--- src/rtl/smb_alert_pkg.sv ---
package smb_alert_pkg;
  localparam logic [6:0] ARA_ADDR = 7'b0001100;
  localparam logic [7:0] ARA_RD   = {ARA_ADDR, 1'b1};

  typedef enum logic [2:0] {
    ST_IDLE,
    ST_ADDR,
    ST_ACK,
    ST_SEND,
    ST_WAIT
  } resp_st_e;
endpackage

--- src/rtl/smb_alert_sync.sv ---
module smb_alert_sync #(
  parameter int SYNC_LEN = 2
) (
  input  logic clk_i,
  input  logic rst_ni,
  input  logic scl_i,
  input  logic sda_i,
  output logic sda_o,
  output logic scl_rise_o,
  output logic scl_fall_o,
  output logic start_o,
  output logic stop_o
);
  localparam int MSB = SYNC_LEN - 1;

  logic [MSB:0] scl_ff, sda_ff;
  logic scl_d, sda_d;
  logic scl_s, sda_s;

  always_ff @(posedge clk_i or negedge rst_ni) begin
    if (!rst_ni) begin
      scl_ff <= '1;
      sda_ff <= '1;
      scl_d  <= 1'b1;
      sda_d  <= 1'b1;
    end else begin
      scl_ff <= {scl_ff[MSB-1:0], scl_i};
      sda_ff <= {sda_ff[MSB-1:0], sda_i};
      scl_d  <= scl_ff[MSB];
      sda_d  <= sda_ff[MSB];
    end
  end

  assign scl_s = scl_ff[MSB];
  assign sda_s = sda_ff[MSB];

  assign sda_o      = sda_s;
  assign scl_rise_o = scl_s & ~scl_d;
  assign scl_fall_o = ~scl_s & scl_d;
  assign start_o    = scl_s & scl_d & sda_d & ~sda_s;
  assign stop_o     = scl_s & scl_d & ~sda_d & sda_s;
endmodule

--- src/rtl/smb_alert_faults.sv ---
module smb_alert_faults #(
  parameter int N_FAULT = 8
) (
  input  logic               clk_i,
  input  logic               rst_ni,
  input  logic [N_FAULT-1:0] fault_i,
  input  logic [N_FAULT-1:0] mask_i,
  input  logic [N_FAULT-1:0] clear_i,
  input  logic               addressed_i,
  input  logic               win_i,
  output logic [N_FAULT-1:0] fault_o,
  output logic               alert_o
);
  logic [N_FAULT-1:0] fault_d_q, fault_q, fault_prev_q, rise_w;
  logic new_w, alert_q;

  assign rise_w = fault_i & ~fault_d_q;
  // enabled register bit that went 0->1 since last cycle
  assign new_w  = |(fault_q & ~fault_prev_q & mask_i);

  always_ff @(posedge clk_i or negedge rst_ni) begin
    if (!rst_ni) begin
      fault_d_q    <= '0;
      fault_q      <= '0;
      fault_prev_q <= '0;
      alert_q      <= 1'b0;
    end else begin
      fault_d_q    <= fault_i;
      fault_q      <= (fault_q & ~clear_i) | rise_w;
      fault_prev_q <= fault_q;
      if (new_w)                    alert_q <= 1'b1;
      else if (win_i | addressed_i) alert_q <= 1'b0;
    end
  end

  assign fault_o = fault_q;
  assign alert_o = alert_q;

  a_r2_alert_cause: assert property (@(posedge clk_i) disable iff (!rst_ni)
    $rose(alert_q) |-> $past(|(fault_q & ~fault_prev_q & mask_i)));

  a_r1_clear: assert property (@(posedge clk_i) disable iff (!rst_ni)
    (|(clear_i & ~rise_w)) |=> ((fault_q & $past(clear_i & ~rise_w)) == '0));

  a_r1_sticky: assert property (@(posedge clk_i) disable iff (!rst_ni)
    (clear_i == '0) |=> ((fault_q & $past(fault_q)) == $past(fault_q)));

  a_r8_addressed_release: assert property (@(posedge clk_i) disable iff (!rst_ni)
    (addressed_i && !new_w) |=> !alert_q);

  a_r7_win_release: assert property (@(posedge clk_i) disable iff (!rst_ni)
    (win_i && !new_w) |=> !alert_q);
endmodule

--- src/rtl/smb_alert_resp.sv ---
module smb_alert_resp
  import smb_alert_pkg::*;
(
  input  logic       clk_i,
  input  logic       rst_ni,
  input  logic       sda_i,
  input  logic       scl_rise_i,
  input  logic       scl_fall_i,
  input  logic       start_i,
  input  logic       stop_i,
  input  logic       alert_i,
  input  logic [6:0] own_addr_i,
  output logic       sda_pull_o,
  output logic       win_o
);
  resp_st_e   state_q;
  logic [7:0] shift_q;
  logic [3:0] cnt_q;
  logic       pull_q, lost_q, win_q;

  always_ff @(posedge clk_i or negedge rst_ni) begin
    if (!rst_ni) begin
      state_q <= ST_IDLE;
      shift_q <= '0;
      cnt_q   <= '0;
      pull_q  <= 1'b0;
      lost_q  <= 1'b0;
      win_q   <= 1'b0;
    end else begin
      win_q <= 1'b0;
      if (start_i) begin
        state_q <= ST_ADDR;
        cnt_q   <= '0;
        pull_q  <= 1'b0;
        lost_q  <= 1'b0;
      end else if (stop_i) begin
        state_q <= ST_IDLE;
        pull_q  <= 1'b0;
        lost_q  <= 1'b0;
      end else begin
        unique case (state_q)
          ST_ADDR: begin
            if (scl_rise_i) begin
              shift_q <= {shift_q[6:0], sda_i};
              cnt_q   <= cnt_q + 4'd1;
            end else if (scl_fall_i && cnt_q == 4'd8) begin
              if (shift_q == ARA_RD && alert_i) begin
                pull_q  <= 1'b1;
                state_q <= ST_ACK;
              end else begin
                state_q <= ST_WAIT;
              end
            end
          end
          ST_ACK: begin
            if (scl_fall_i) begin
              shift_q <= {own_addr_i, 1'b1};
              pull_q  <= ~own_addr_i[6];
              cnt_q   <= '0;
              state_q <= ST_SEND;
            end
          end
          ST_SEND: begin
            if (scl_rise_i) begin
              if (!pull_q && !sda_i) begin
                lost_q  <= 1'b1;
                pull_q  <= 1'b0;
                state_q <= ST_WAIT;
              end else begin
                cnt_q <= cnt_q + 4'd1;
              end
            end else if (scl_fall_i) begin
              if (cnt_q == 4'd8) begin
                pull_q  <= 1'b0;
                win_q   <= 1'b1;
                state_q <= ST_WAIT;
              end else begin
                shift_q <= {shift_q[6:0], 1'b0};
                pull_q  <= ~shift_q[6];
              end
            end
          end
          default: ;
        endcase
      end
    end
  end

  assign sda_pull_o = pull_q;
  assign win_o      = win_q;

  a_r4_ack_needs_alert: assert property (@(posedge clk_i) disable iff (!rst_ni)
    (state_q == ST_ACK && $past(state_q) == ST_ADDR) |-> $past(alert_i));

  a_r6_lost_quiet: assert property (@(posedge clk_i) disable iff (!rst_ni)
    lost_q |-> !sda_pull_o);

  a_r5_pull_window: assert property (@(posedge clk_i) disable iff (!rst_ni)
    sda_pull_o |-> (state_q == ST_ACK || state_q == ST_SEND));

  a_r7_win_single: assert property (@(posedge clk_i) disable iff (!rst_ni)
    win_q |=> !win_q);
endmodule

--- src/rtl/smb_alert_arb.sv ---
module smb_alert_arb #(
  parameter int N_FAULT  = 8,
  parameter int SYNC_LEN = 2
) (
  input  logic               clk_i,
  input  logic               rst_ni,
  input  logic               scl_i,
  input  logic               sda_i,
  output logic               sda_pull_o,
  output logic               alert_pull_o,
  input  logic [6:0]         own_addr_i,
  input  logic [N_FAULT-1:0] fault_i,
  input  logic [N_FAULT-1:0] mask_i,
  input  logic [N_FAULT-1:0] clear_i,
  input  logic               addressed_i,
  output logic [N_FAULT-1:0] fault_o
);
  logic sda_s, scl_rise, scl_fall, start_c, stop_c;
  logic alert_w, win_w;

  smb_alert_sync #(.SYNC_LEN(SYNC_LEN)) i_sync (
    .clk_i, .rst_ni, .scl_i, .sda_i,
    .sda_o(sda_s), .scl_rise_o(scl_rise), .scl_fall_o(scl_fall),
    .start_o(start_c), .stop_o(stop_c)
  );

  smb_alert_faults #(.N_FAULT(N_FAULT)) i_faults (
    .clk_i, .rst_ni, .fault_i, .mask_i, .clear_i, .addressed_i,
    .win_i(win_w), .fault_o, .alert_o(alert_w)
  );

  smb_alert_resp i_resp (
    .clk_i, .rst_ni, .sda_i(sda_s), .scl_rise_i(scl_rise), .scl_fall_i(scl_fall),
    .start_i(start_c), .stop_i(stop_c), .alert_i(alert_w), .own_addr_i,
    .sda_pull_o, .win_o(win_w)
  );

  assign alert_pull_o = alert_w;
endmodule

--- config.mk ---
export PLATFORM = sky130hd
export DESIGN_NAME = smb_alert_arb
export DESIGN_NICKNAME = d
export VERILOG_FILES = /design/src/rtl/smb_alert_pkg.sv /design/src/rtl/smb_alert_sync.sv /design/src/rtl/smb_alert_faults.sv /design/src/rtl/smb_alert_resp.sv /design/src/rtl/smb_alert_arb.sv
export SDC_FILE = /design/constraint.sdc
export NUM_CORES = 1
export LEC_CHECK = 0
export ABC_AREA = 1
export ABC_CLOCK_PERIOD_IN_PS = 1400
export BUFFER_PORTS_ARGS = -buffer_cell sky130_fd_sc_hd__buf_2
export CAP_MARGIN = 5
export CORE_MARGIN = 2
export CORE_UTILIZATION = 48
export DETAILED_ROUTE_END_ITERATION = 8
export MAX_ROUTING_LAYER = met4
export PLACE_DENSITY = 0.72
export SYNTH_ARGS = -nofsm -noshare
export SYNTH_HDL_FRONTEND = slang
export SYNTH_HIERARCHICAL = 1
export SYNTH_SLANG_ARGS = --single-unit
export TNS_END_PERCENT = 50
--- constraint.sdc ---
create_clock -name clk_i -period 1.4 [get_ports clk_i]
set_input_delay 0.07 -clock clk_i [delete_from_list [all_inputs] [get_ports clk_i]]
set_output_delay 0.07 -clock clk_i [all_outputs]
set_load 0.005 [all_outputs]
==> key figures, run 1 <==
Global routing
  • Initial antenna violation count: 0
  • Total GRT Usage: 0.224
  • GR Overflow Total: 0
  • First-pass GRT wire length: between 8000 and 9000 um
  • Pin count of the biggest net entering global routing: a little under 50
  • Vias in the first global route: 1961

Yosys
  • Most area-consuming cells after synthesis: dfrtp_1, nand2_1, dfstp_2
  • Register bit count reported by yosys: 48
  • Yosys top cell area share: 0.481
  • Main synth FF type: dfrtp_1
  • YS warnings: 6
  • Post-synth cell types: 27
  • Mapped Nets: around 290
  • Largest area contributor in the netlist: dfrtp_1
  • Number of flops mapped to enable cells by yosys: 0
  • Synth Area per Inst: 8.78 um2
  • Async set or reset register ratio after synthesis: 1.00
  • Share of the yosys chip area belonging to registers: 0.553
  • Post-synthesis cell area: 2190 um2
  • Syn Inst Count: between 200 and 250

Cells and area
  • Antenna fix cells: 0
  • Area growth, synth to finish: 42.2%
  • Multi-input gate area: around 970 um2
  • # fillers: approximately 340
  • NumNets Final: 380
  • Finished Core Util: 0.709
  • Storage element area: between 1000 and 1500 um2
  • Share of cells above drive strength 1: 0.426

Timing
  • Final setup fails: 16
  • Final Hold Violating Endpoints: 0
  • Min Hold Slack: 0.0600 ns
  • Final period utilization: 1.10
  • Min Clock Period, post-route: 1.54 ns
  • Fmax achieved: 0.650 GHz
  • Slew @ Worst Pin: 0.297 ns
  • Final worst setup slack: -0.139 ns
  • RSZ-0062 raised after global routing: yes
  • Final Max Slew Viols: 0
  • Worst slew margin: 0.801
  • Clock Skews: 0.00699 ns

Job
  • Max Cap Viol: 0

Critical path
  • Arrival @ worst endpoint: 1.73 ns
  • CP Max Fanout: 8
  • Req. time, crit path: 1.59 ns
  • Critical Path Sink Type: register
  • Setup crit start kind: register
  • Slowest CP cell: dfstp_2
  • CP peak stage delay: between 0.5 and 0.6 ns
  • Crit Path Category: reg2reg
  • CP most frequent cell: nor2_4
  • Critical path cell sequence: inv_2 -> nand2_2 -> nor2_4 -> nor2_4 -> nand3_2 -> nor2_4 -> nand2_4 -> nand2_2 -> o21ai_2

Placed design
  • DP Wirelength: between 3000 and 4000 um
  • Port Buffers: 45
  • Routability cong.: about 0.87

Die
  • Initial core utilization: 0.499
  • Chip height: slightly above 70 um
  • Row count: 24
  • Die X: roughly 71 um
  • Core Area: 4380 um2
  • # IOs: 46
  • Die area: 5110 um2

CTS
  • Bufs on Longest Clock Path: 2
  • Clock Latency Late Sink: ~0.30 ns
  • CTS Sinks: 48
  • Number of CTS-inserted buffers: 5
  • H-tree depth: 2
  • CTS tree: built
  • CTS root buf: clkbuf_8
  • Worst-path clk slew: ~0.09 ns

Power
  • Worst vdd ir: 0.000762 V
  • P per Cell Area: approximately 1100 nW/um2
  • LEAKAGE: around 1.6 nW

Drt
  • Detail-routed via count per cell: 4.91
  • WL final: approximately 5000 um
  • Routed Antenna Nets: 0
  • First drt pass iteration count: 4
  • Wire per inst: 12.7 um
  • Drt drc: 0
  • Iteration-0 DRC Markers: slightly above 80
  • Via count: 1940

Status
  • Status: complete, but fails checks
  • Failing checks: setup timing

Worst hold path
  • Worst hold path type: in2reg
==> per-layer routing <==
layer | vias up | GRT usage | share of wire
li1 | 971 | - | -
met1 | 920 | 0.279 | 0.44
met2 | 45 | 0.367 | 0.50
met3 | 4 | 0.0520 | 0.050
met4 | 0 | 0.0650 | 0.010
met5 | - | - | 0
==> worst paths after layout <==
check                                                end                  startpoint  slack [ns]  cells past startpoint
setup / recovery           i_resp/shift_q[6]$_DFFE_PN0P_      i_sync/sda_d$_DFF_PN1_       -0.14                      9
hold / removal              i_faults/alert_o$_DFFE_PN0P_                   mask_i[6]        0.06                      5
setup reg to reg           i_resp/shift_q[6]$_DFFE_PN0P_      i_sync/sda_d$_DFF_PN1_       -0.14                      9
hold reg to reg               i_sync/scl_ff[1]$_DFF_PN1_  i_sync/scl_ff[0]$_DFF_PN1_        0.36                      0
max in group asynchronous     i_sync/sda_ff[0]$_DFF_PN1_                      rst_ni        0.84                      3
min in group asynchronous  i_resp/shift_q[2]$_DFFE_PN0P_                      rst_ni        0.28                      3
==> Yosys cell counts (4+ instances only) <==
cell type and number:
o21ai_0 11, nor2_1 26, o21ai_2 8, a21oi_1 4, inv_1 41, dfrtp_1 42, nand2_2 5, dfstp_2 6
nand2_1 49, or2_2 5, o22ai_1 8, nand3_1 23
==> what timing repair did <==
item	in CTS	in global routing
setup buffers	3	2
pin swaps	14	19
hold endpoints to repair	66	0
hold buffers	19	0
gates cloned	1	0
gates resized for setup	35	22
setup endpoints to repair	16	16
==> worst max-delay path: cells and delay by family (launching register included) <==
family,cells,cell delay [ns]
flops,1,0.55
buf+inv,1,0.04
simple gates,7,0.79
compound gates,1,0.05
==> final cells by class <==
class | count | area share
clock buffers | 6 | 0.0266
clock inverters | 2 | 0.00443
inverters | 44 | 0.0547
multi-input cells | 157 | 0.311
flip-flops and latches | 48 | 0.389
well taps | 52 | 0.0209
repair buffers | 86 | 0.193
==> logic make-up after synthesis <==
kind of cell | count (synthesis) | share of synthesized area
and+or+nand+nor | 119 | 0.250
DFF | 48 | 0.553
buffers and inverters | 45 | 0.0824
AOI/OAI and AO/OA | 33 | 0.0950
xor gates and xnor gates | 2 | 0.00802
adders and majority gates | 2 | 0.0114
==> stage by stage <==
| step | power [mW] | instances | TNS (ns) | setup slack [ns] | instance area [um2] |
|---|---|---|---|---|---|
| after CTS | 3.43 | 393 | -1.58 | -0.148 | 3030 |
| after detailed placement | 2.46 | 362 | -2.34 | -0.224 | 2600 |
| after floorplan | 2.21 | 249 | -1.13 | -0.113 | 2190 |
| final | 3.44 | 395 | -1.69 | -0.139 | 3110 |
| after global placement | 2.44 | 362 | -2.01 | -0.164 | 2600 |
| after global routing | 3.68 | 395 | -2.89 | -0.206 | 3110 |
==> state kept, by name, indices dropped and copies added (netlist names) <==
register,cells
i_faults/alert_o,1
i_sync/sda_ff,2
i_resp/win_o,1
i_faults/fault_o,8
i_sync/sda_d,1
i_sync/scl_ff,2
i_faults/fault_prev_q,8
i_resp/shift_q,8
i_resp/sda_pull_o,1
i_resp/state_q,3
i_faults/fault_d_q,8
i_sync/scl_d,1
i_resp/cnt_q,4
==> where the power goes <==
| part | internal, mW | total [mW] | switching, mW |
|---|---|---|---|
| combinational | 0.402 | 0.819 | 0.417 |
| clock | 0.404 | 0.870 | 0.466 |
| sequential | 1.60 | 1.75 | 0.157 |
==> layout by cell type (no fill, tap or decap), drive strengths merged, types with 8 or more instances in the layout <==
cell type,count
nand2,57
o22ai,8
buf,67
nor2,29
nand3,24
o21ai,20
dlygate4sd3,19
dfrtp,42
inv,45
(Power assumes the default switching activity.)
==> run 2: changes to the inputs <==
--- a/config.mk
+++ b/config.mk
@@ -12,8 +12,8 @@
 export CORE_MARGIN = 2
 export CORE_UTILIZATION = 48
 export DETAILED_ROUTE_END_ITERATION = 8
-export MAX_ROUTING_LAYER = met4
 export PLACE_DENSITY = 0.72
+export SLEW_MARGIN = 20
 export SYNTH_ARGS = -nofsm -noshare
 export SYNTH_HDL_FRONTEND = slang
 export SYNTH_HIERARCHICAL = 1
==> key figures, run 2 (synthesis gave the netlist of run 1 again) <==
Status
  • Status: complete, but fails checks
  • Failing checks: setup timing

Power
  • Comb pwr share: 0.224
  • LEAKAGE: between 1.5 and 2 nW
  • Flop pwr share: 0.487
  • P_sw: 1.03 mW
  • Worst vdd ir: slightly above 0.0009 V
  • P per Cell Area: about 1200 nW/um2
  • Switching part of the total: 0.286
  • Internal power: between 2 and 3 mW
  • Clock share of power: 0.289

Die
  • Row count: 24
  • Die area: roughly 5100 um2
  • Chip height: around 71 um
  • Die X: a little over 70 um
  • Initial core utilization: 0.499
  • # IOs: between 40 and 50
  • Core Area: roughly 4400 um2

Global routing
  • Total GRT Usage: 0.229
  • Pin count of the biggest net entering global routing: 26
  • Initial antenna violation count: 0
  • First-pass GRT wire length: about 9000 um
  • GR Overflow Total: 0
  • Vias in the first global route: between 1500 and 2000

Critical path
  • Critical path cell sequence: inv_2 -> nand2_2 -> nor2_4 -> nor2_4 -> nand3_2 -> nor2_4 -> nand2_4 -> nand2_2 -> o21ai_2
  • Critical Path Sink Type: register
  • Setup crit start kind: register
  • CP most frequent cell: nor2_4
  • Req. time, crit path: between 1.5 and 2 ns
  • Crit Path Category: reg2reg
  • Arrival @ worst endpoint: 1.77 ns
  • CP Max Fanout: 8
  • Slowest CP cell: dfstp_2
  • CP peak stage delay: between 0.5 and 0.6 ns

Cells and area
  • Most frequent cells in the layout: buf_2, dfrtp_1, nand2_1
  • Commonest non-fill, non-tap cell in the layout: buf_2
  • Final Non-Filler Cells: roughly 400
  • Area growth, synth to finish: 41.6%
  • Antenna fix cells: 0
  • # fillers: 350
  • NumNets Final: about 380
  • Design Area, Final: 3100 um2
  • Finished Core Util: 0.706
  • Share of cells above drive strength 1: 0.412

Drt
  • First drt pass iteration count: 4
  • Detail-routed via count per cell: between 4 and 5
  • Wire per inst: 13.0 um
  • Drt drc: 0
  • WL final: about 5100 um
  • Iteration-0 DRC Markers: 92
  • Routed Antenna Nets: 0
  • Via count: a little under 2000

Placed design
  • Routability cong.: roughly 0.85
  • DP Wirelength: roughly 3400 um
  • Port Buffers: between 40 and 50
  • Dpl cells: between 300 and 400
  • Placed inst area: between 2000 and 3000 um2

Job
  • Max Cap Viol: 0

Timing
  • Clock Skews: 0.00403 ns
  • Slew @ Worst Pin: around 0.56 ns
  • Final period utilization: 1.13
  • TNS Setup: -2.16 ns
  • Worst slew margin: 0.628
  • Fmax achieved: about 0.63 GHz
  • Final Max Slew Viols: 0
  • Final worst setup slack: -0.177 ns
  • Min Clock Period, post-route: 1.58 ns
  • Final Hold Violating Endpoints: 0
  • Final setup fails: 16
  • RSZ-0062 raised after global routing: yes

CTS
  • Bufs on Longest Clock Path: 2
  • H-tree depth: 2
  • Worst-path clk slew: around 0.090 ns
  • Clock Latency Late Sink: around 0.3 ns
  • CTS Sinks: 48
  • CTS root buf: clkbuf_8
  • Number of CTS-inserted buffers: 5
  • CTS tree: built

Worst hold path
  • Worst hold path type: in2reg
[run 2: cell types whose count changed in the layout (fill, tap and decap cells not counted), sizes merged]
| cell | previous run | this run |
|---|---|---|
| buf | 67 | 69 |
| bufinv | 0 | 1 |
| inv | 45 | 44 |
[run 2: worst max-delay path, delay by kind of cell, from the launching register on]
family,cells,cell delay (ns)
flops,1,0.57
simple gates,7,0.80
buf+inv,1,0.04
compound gates,1,0.05
[run 2: what timing repair did]
item                       CTS  global route
setup endpoints to repair   16            17
setup buffers                4             1
pin swaps                   14            10
hold endpoints to repair    34             0
hold buffers                19             0
gates resized for setup     33            10
gates cloned                 1             0
[run 2: power by group through the flow]
stage / clock network [mW] / logic, mW / registers [mW]
global route: 1.14 / 0.917 / 1.78
floorplan: 0 / 0.471 / 1.74
detailed placement: 0 / 0.702 / 1.76
CTS: 1.07 / 0.789 / 1.75
global placement: 0 / 0.686 / 1.75
finish: 1.04 / 0.806 / 1.75
[run 2: cell type report]
type / instances / area [um2] / share of cell area
flip-flops and latches: 48 / 1210 / 0.390
inverters: 44 / 168 / 0.0542
repair buffers: 88 / 596 / 0.192
clock buffers: 6 / 82.6 / 0.0267
clock inverters: 2 / 38.8 / 0.0125
well taps: 52 / 65.1 / 0.0210
multi-input cells: 157 / 937 / 0.303
[run 2: per-stage QoR]
stage | hold WS, ns | power, mW | setup slack (ns)
4_1_cts | 0.0734 | 3.61 | -0.167
3_5_place_dp | 0.0808 | 2.46 | -0.216
6_report | 0.0734 | 3.60 | -0.177
5_1_grt | 0.106 | 3.83 | -0.265
2_1_floorplan | -0.226 | 2.21 | -0.113
3_3_place_gp | 0.0787 | 2.44 | -0.156
[run 2: worst paths after layout]
kind                                                       to  slack, ns                        from  depth (start not counted)
min in group asynchronous       i_resp/shift_q[3]$_DFFE_PN0P_       0.28                      rst_ni                          2
worst min register to register     i_sync/scl_ff[1]$_DFF_PN1_       0.35  i_sync/scl_ff[0]$_DFF_PN1_                          0
worst max register to register  i_resp/shift_q[3]$_DFFE_PN0P_      -0.18  i_sync/sda_ff[1]$_DFF_PN1_                          9
worst max-delay path            i_resp/shift_q[3]$_DFFE_PN0P_      -0.18  i_sync/sda_ff[1]$_DFF_PN1_                          9
worst min-delay path             i_faults/alert_o$_DFFE_PN0P_       0.07                   mask_i[6]                          5
max in group asynchronous         i_resp/cnt_q[2]$_DFFE_PN0P_       0.54                      rst_ni                          3
[run 2: layer usage]
metal / up-vias / global-route usage / wire (um)
li1: 976 / - / -
met1: 887 / 0.304 / 2280
met2: 54 / 0.362 / 2470
met3: 11 / 0.0633 / 280
met4: 0 / 0.0818 / 114
met5: - / 0 / 0
==> run 3: changes to the inputs <==
--- a/config.mk
+++ b/config.mk
@@ -6,13 +6,14 @@
 export NUM_CORES = 1
 export LEC_CHECK = 0
 export ABC_AREA = 1
-export ABC_CLOCK_PERIOD_IN_PS = 1400
+export ABC_CLOCK_PERIOD_IN_PS = 1450
 export BUFFER_PORTS_ARGS = -buffer_cell sky130_fd_sc_hd__buf_2
 export CAP_MARGIN = 5
 export CORE_MARGIN = 2
-export CORE_UTILIZATION = 48
+export CORE_UTILIZATION = 51
+export CTS_BUF_LIST = sky130_fd_sc_hd__clkbuf_4
 export DETAILED_ROUTE_END_ITERATION = 8
-export PLACE_DENSITY = 0.72
+export PLACE_DENSITY = 0.76
 export SLEW_MARGIN = 20
 export SYNTH_ARGS = -nofsm -noshare
 export SYNTH_HDL_FRONTEND = slang
==> constraint.sdc (replaced) <==
create_clock -name clk_i -period 1.45 [get_ports clk_i]
set_input_delay 0.0725 -clock clk_i [delete_from_list [all_inputs] [get_ports clk_i]]
set_output_delay 0.0725 -clock clk_i [all_outputs]
set_load 0.005 [all_outputs]
==> key figures, run 3 (synthesis gave the netlist of run 1 again) <==
Cells and area
  • Share of cells above drive strength 1: 0.416
  • Finished Core Util: 0.759
  • NumNets Final: 381
  • Commonest non-fill, non-tap cell in the layout: buf_2
  • Area growth, synth to finish: 41.0%
  • # fillers: around 270
  • Antenna fix cells: 0
  • Most frequent cells in the layout: buf_2, dfrtp_1, nand2_1
  • Final Non-Filler Cells: between 300 and 400

Status
  • Failing checks: setup timing
  • Status: complete, but fails checks

Drt
  • WL final: between 4000 and 5000 um
  • Iteration-0 DRC Markers: between 100 and 150
  • Wire per inst: ~12 um
  • First drt pass iteration count: 4
  • Detail-routed via count per cell: a little under 5
  • Via count: 1927
  • Drt drc: 0
  • Routed Antenna Nets: 0

Global routing
  • Total GRT Usage: 0.212
  • Pin count of the biggest net entering global routing: 25
  • Vias in the first global route: 1894
  • Initial antenna violation count: 0
  • GR Overflow Total: 0
  • First-pass GRT wire length: a little over 8000 um

Timing
  • RSZ-0062 raised after global routing: yes
  • Final setup fails: 17
  • Final Hold Violating Endpoints: 0
  • Slew @ Worst Pin: around 0.31 ns
  • Final worst setup slack: -0.129 ns
  • Worst slew margin: 0.792
  • Final period utilization: 1.09
  • Final Max Slew Viols: 0
  • Min Clock Period, post-route: between 1.5 and 2 ns
  • Clock Skews: between 0.006 and 0.007 ns
  • Fmax achieved: 0.633 GHz
  • Min Hold Slack: about 0.033 ns

CTS
  • CTS root buf: clkbuf_4
  • Clock Latency Late Sink: ~0.35 ns
  • H-tree depth: 2
  • CTS tree: built
  • Bufs on Longest Clock Path: 2
  • Worst-path clk slew: around 0.13 ns
  • CTS Sinks: 48
  • Number of CTS-inserted buffers: 5

Critical path
  • Req. time, crit path: 1.69 ns
  • Worst setup startpoint: i_sync/sda_d$_DFF_PN1_
  • CP Max Fanout: 8
  • Setup crit start kind: register
  • Crit Path Category: reg2reg
  • Reg2reg start: i_sync/sda_d$_DFF_PN1_
  • Arrival @ worst endpoint: between 1.5 and 2 ns
  • Critical Path Sink Type: register

Die
  • Row count: 23
  • Die X: around 69 um
  • Die area: about 4800 um2
  • Chip height: around 69 um
  • # IOs: 46
  • Core Area: between 4000 and 5000 um2
  • Initial core utilization: 0.539

Job
  • Max Cap Viol: 0

Power
  • LEAKAGE: between 1.5 and 2 nW
  • Worst vdd ir: between 0.0007 and 0.0008 V
  • Comb pwr share: 0.239
  • Internal power: between 2 and 2.5 mW
  • Switching part of the total: 0.291
  • Flop pwr share: 0.525
  • Clock share of power: 0.236
  • P_sw: roughly 0.93 mW
  • P per Cell Area: around 1000 nW/um2

Placed design
  • Routability cong.: 0.869
  • Port Buffers: 45
  • Dpl cells: about 360
  • DP Wirelength: ~3200 um

Worst hold path
  • Worst hold path type: in2reg
  • Hold Startpoint: mask_i[6]
run 3: worst paths after layout:
| check | endpoint | slack, ns | cells past startpoint |
|---|---|---|---|
| max | i_resp/shift_q[4]$_DFFE_PN0P_ | -0.13 | 9 |
| min | i_faults/alert_o$_DFFE_PN0P_ | 0.03 | 5 |
| min reg2reg | i_sync/sda_ff[1]$_DFF_PN1_ | 0.37 | 0 |
| max reg2reg | i_resp/shift_q[4]$_DFFE_PN0P_ | -0.13 | 9 |
| min in group asynchronous | i_resp/cnt_q[1]$_DFFE_PN0P_ | 0.12 | 2 |
| max in group asynchronous | i_sync/scl_d$_DFF_PN1_ | 0.77 | 3 |
run 3: metrics by stage:
step	setup TNS (ns)	power [mW]	cell area, um2	setup slack [ns]
floorplan	-0.339	2.13	2190	-0.0628
global placement	-1.15	2.34	2590	-0.107
detailed placement	-1.74	2.37	2590	-0.190
CTS	-0.506	3.21	2990	-0.0614
global route	-2.95	3.41	3080	-0.217
finish	-1.50	3.21	3080	-0.129
run 3: what timing repair did:
item	4_1_cts	5_1_grt
pin swaps	15	16
hold buffers	19	0
gates cloned	1	0
endpoints found under the setup margin	17	17
endpoints found under the hold margin	60	0
setup buffers	7	1
gates resized for setup	28	21
run 3: power by group through the flow:
stage / clock network, mW / logic [mW] / registers, mW
after floorplan: 0 / 0.455 / 1.68
after global placement: 0 / 0.648 / 1.69
after detailed placement: 0 / 0.668 / 1.70
after CTS: 0.782 / 0.746 / 1.68
after global routing: 0.833 / 0.875 / 1.71
final: 0.756 / 0.768 / 1.68
run 3: final cells by class:
type                       count  area, um2  share of cell area
clock buffer                   5       37.5              0.0122
clock inverter                 3       42.5              0.0138
inverter                      44        168              0.0544
multi-input combinational    157        955               0.310
sequential                    48       1210               0.392
tap                           50       62.6              0.0203
timing repair buffer          87        608               0.197
run 3: per-layer routing:
layer / track usage / vias up / share of wire
met5: 0 / - / 0
met4: 0.0741 / 0 / 0.016
met3: 0.0407 / 9 / 0.035
met2: 0.347 / 47 / 0.49
met1: 0.283 / 892 / 0.46
li1: - / 979 / -
run 3: worst max-delay path: stages, from the launching register on:
cell and delay (ns):
dfstp_2 0.57, inv_2 0.04, nand2_2 0.07, nor2_4 0.04
nor2_4 0.20, nand3_2 0.13, nor2_4 0.16, nand2_4 0.12
nand2_2 0.10, o21ai_2 0.05
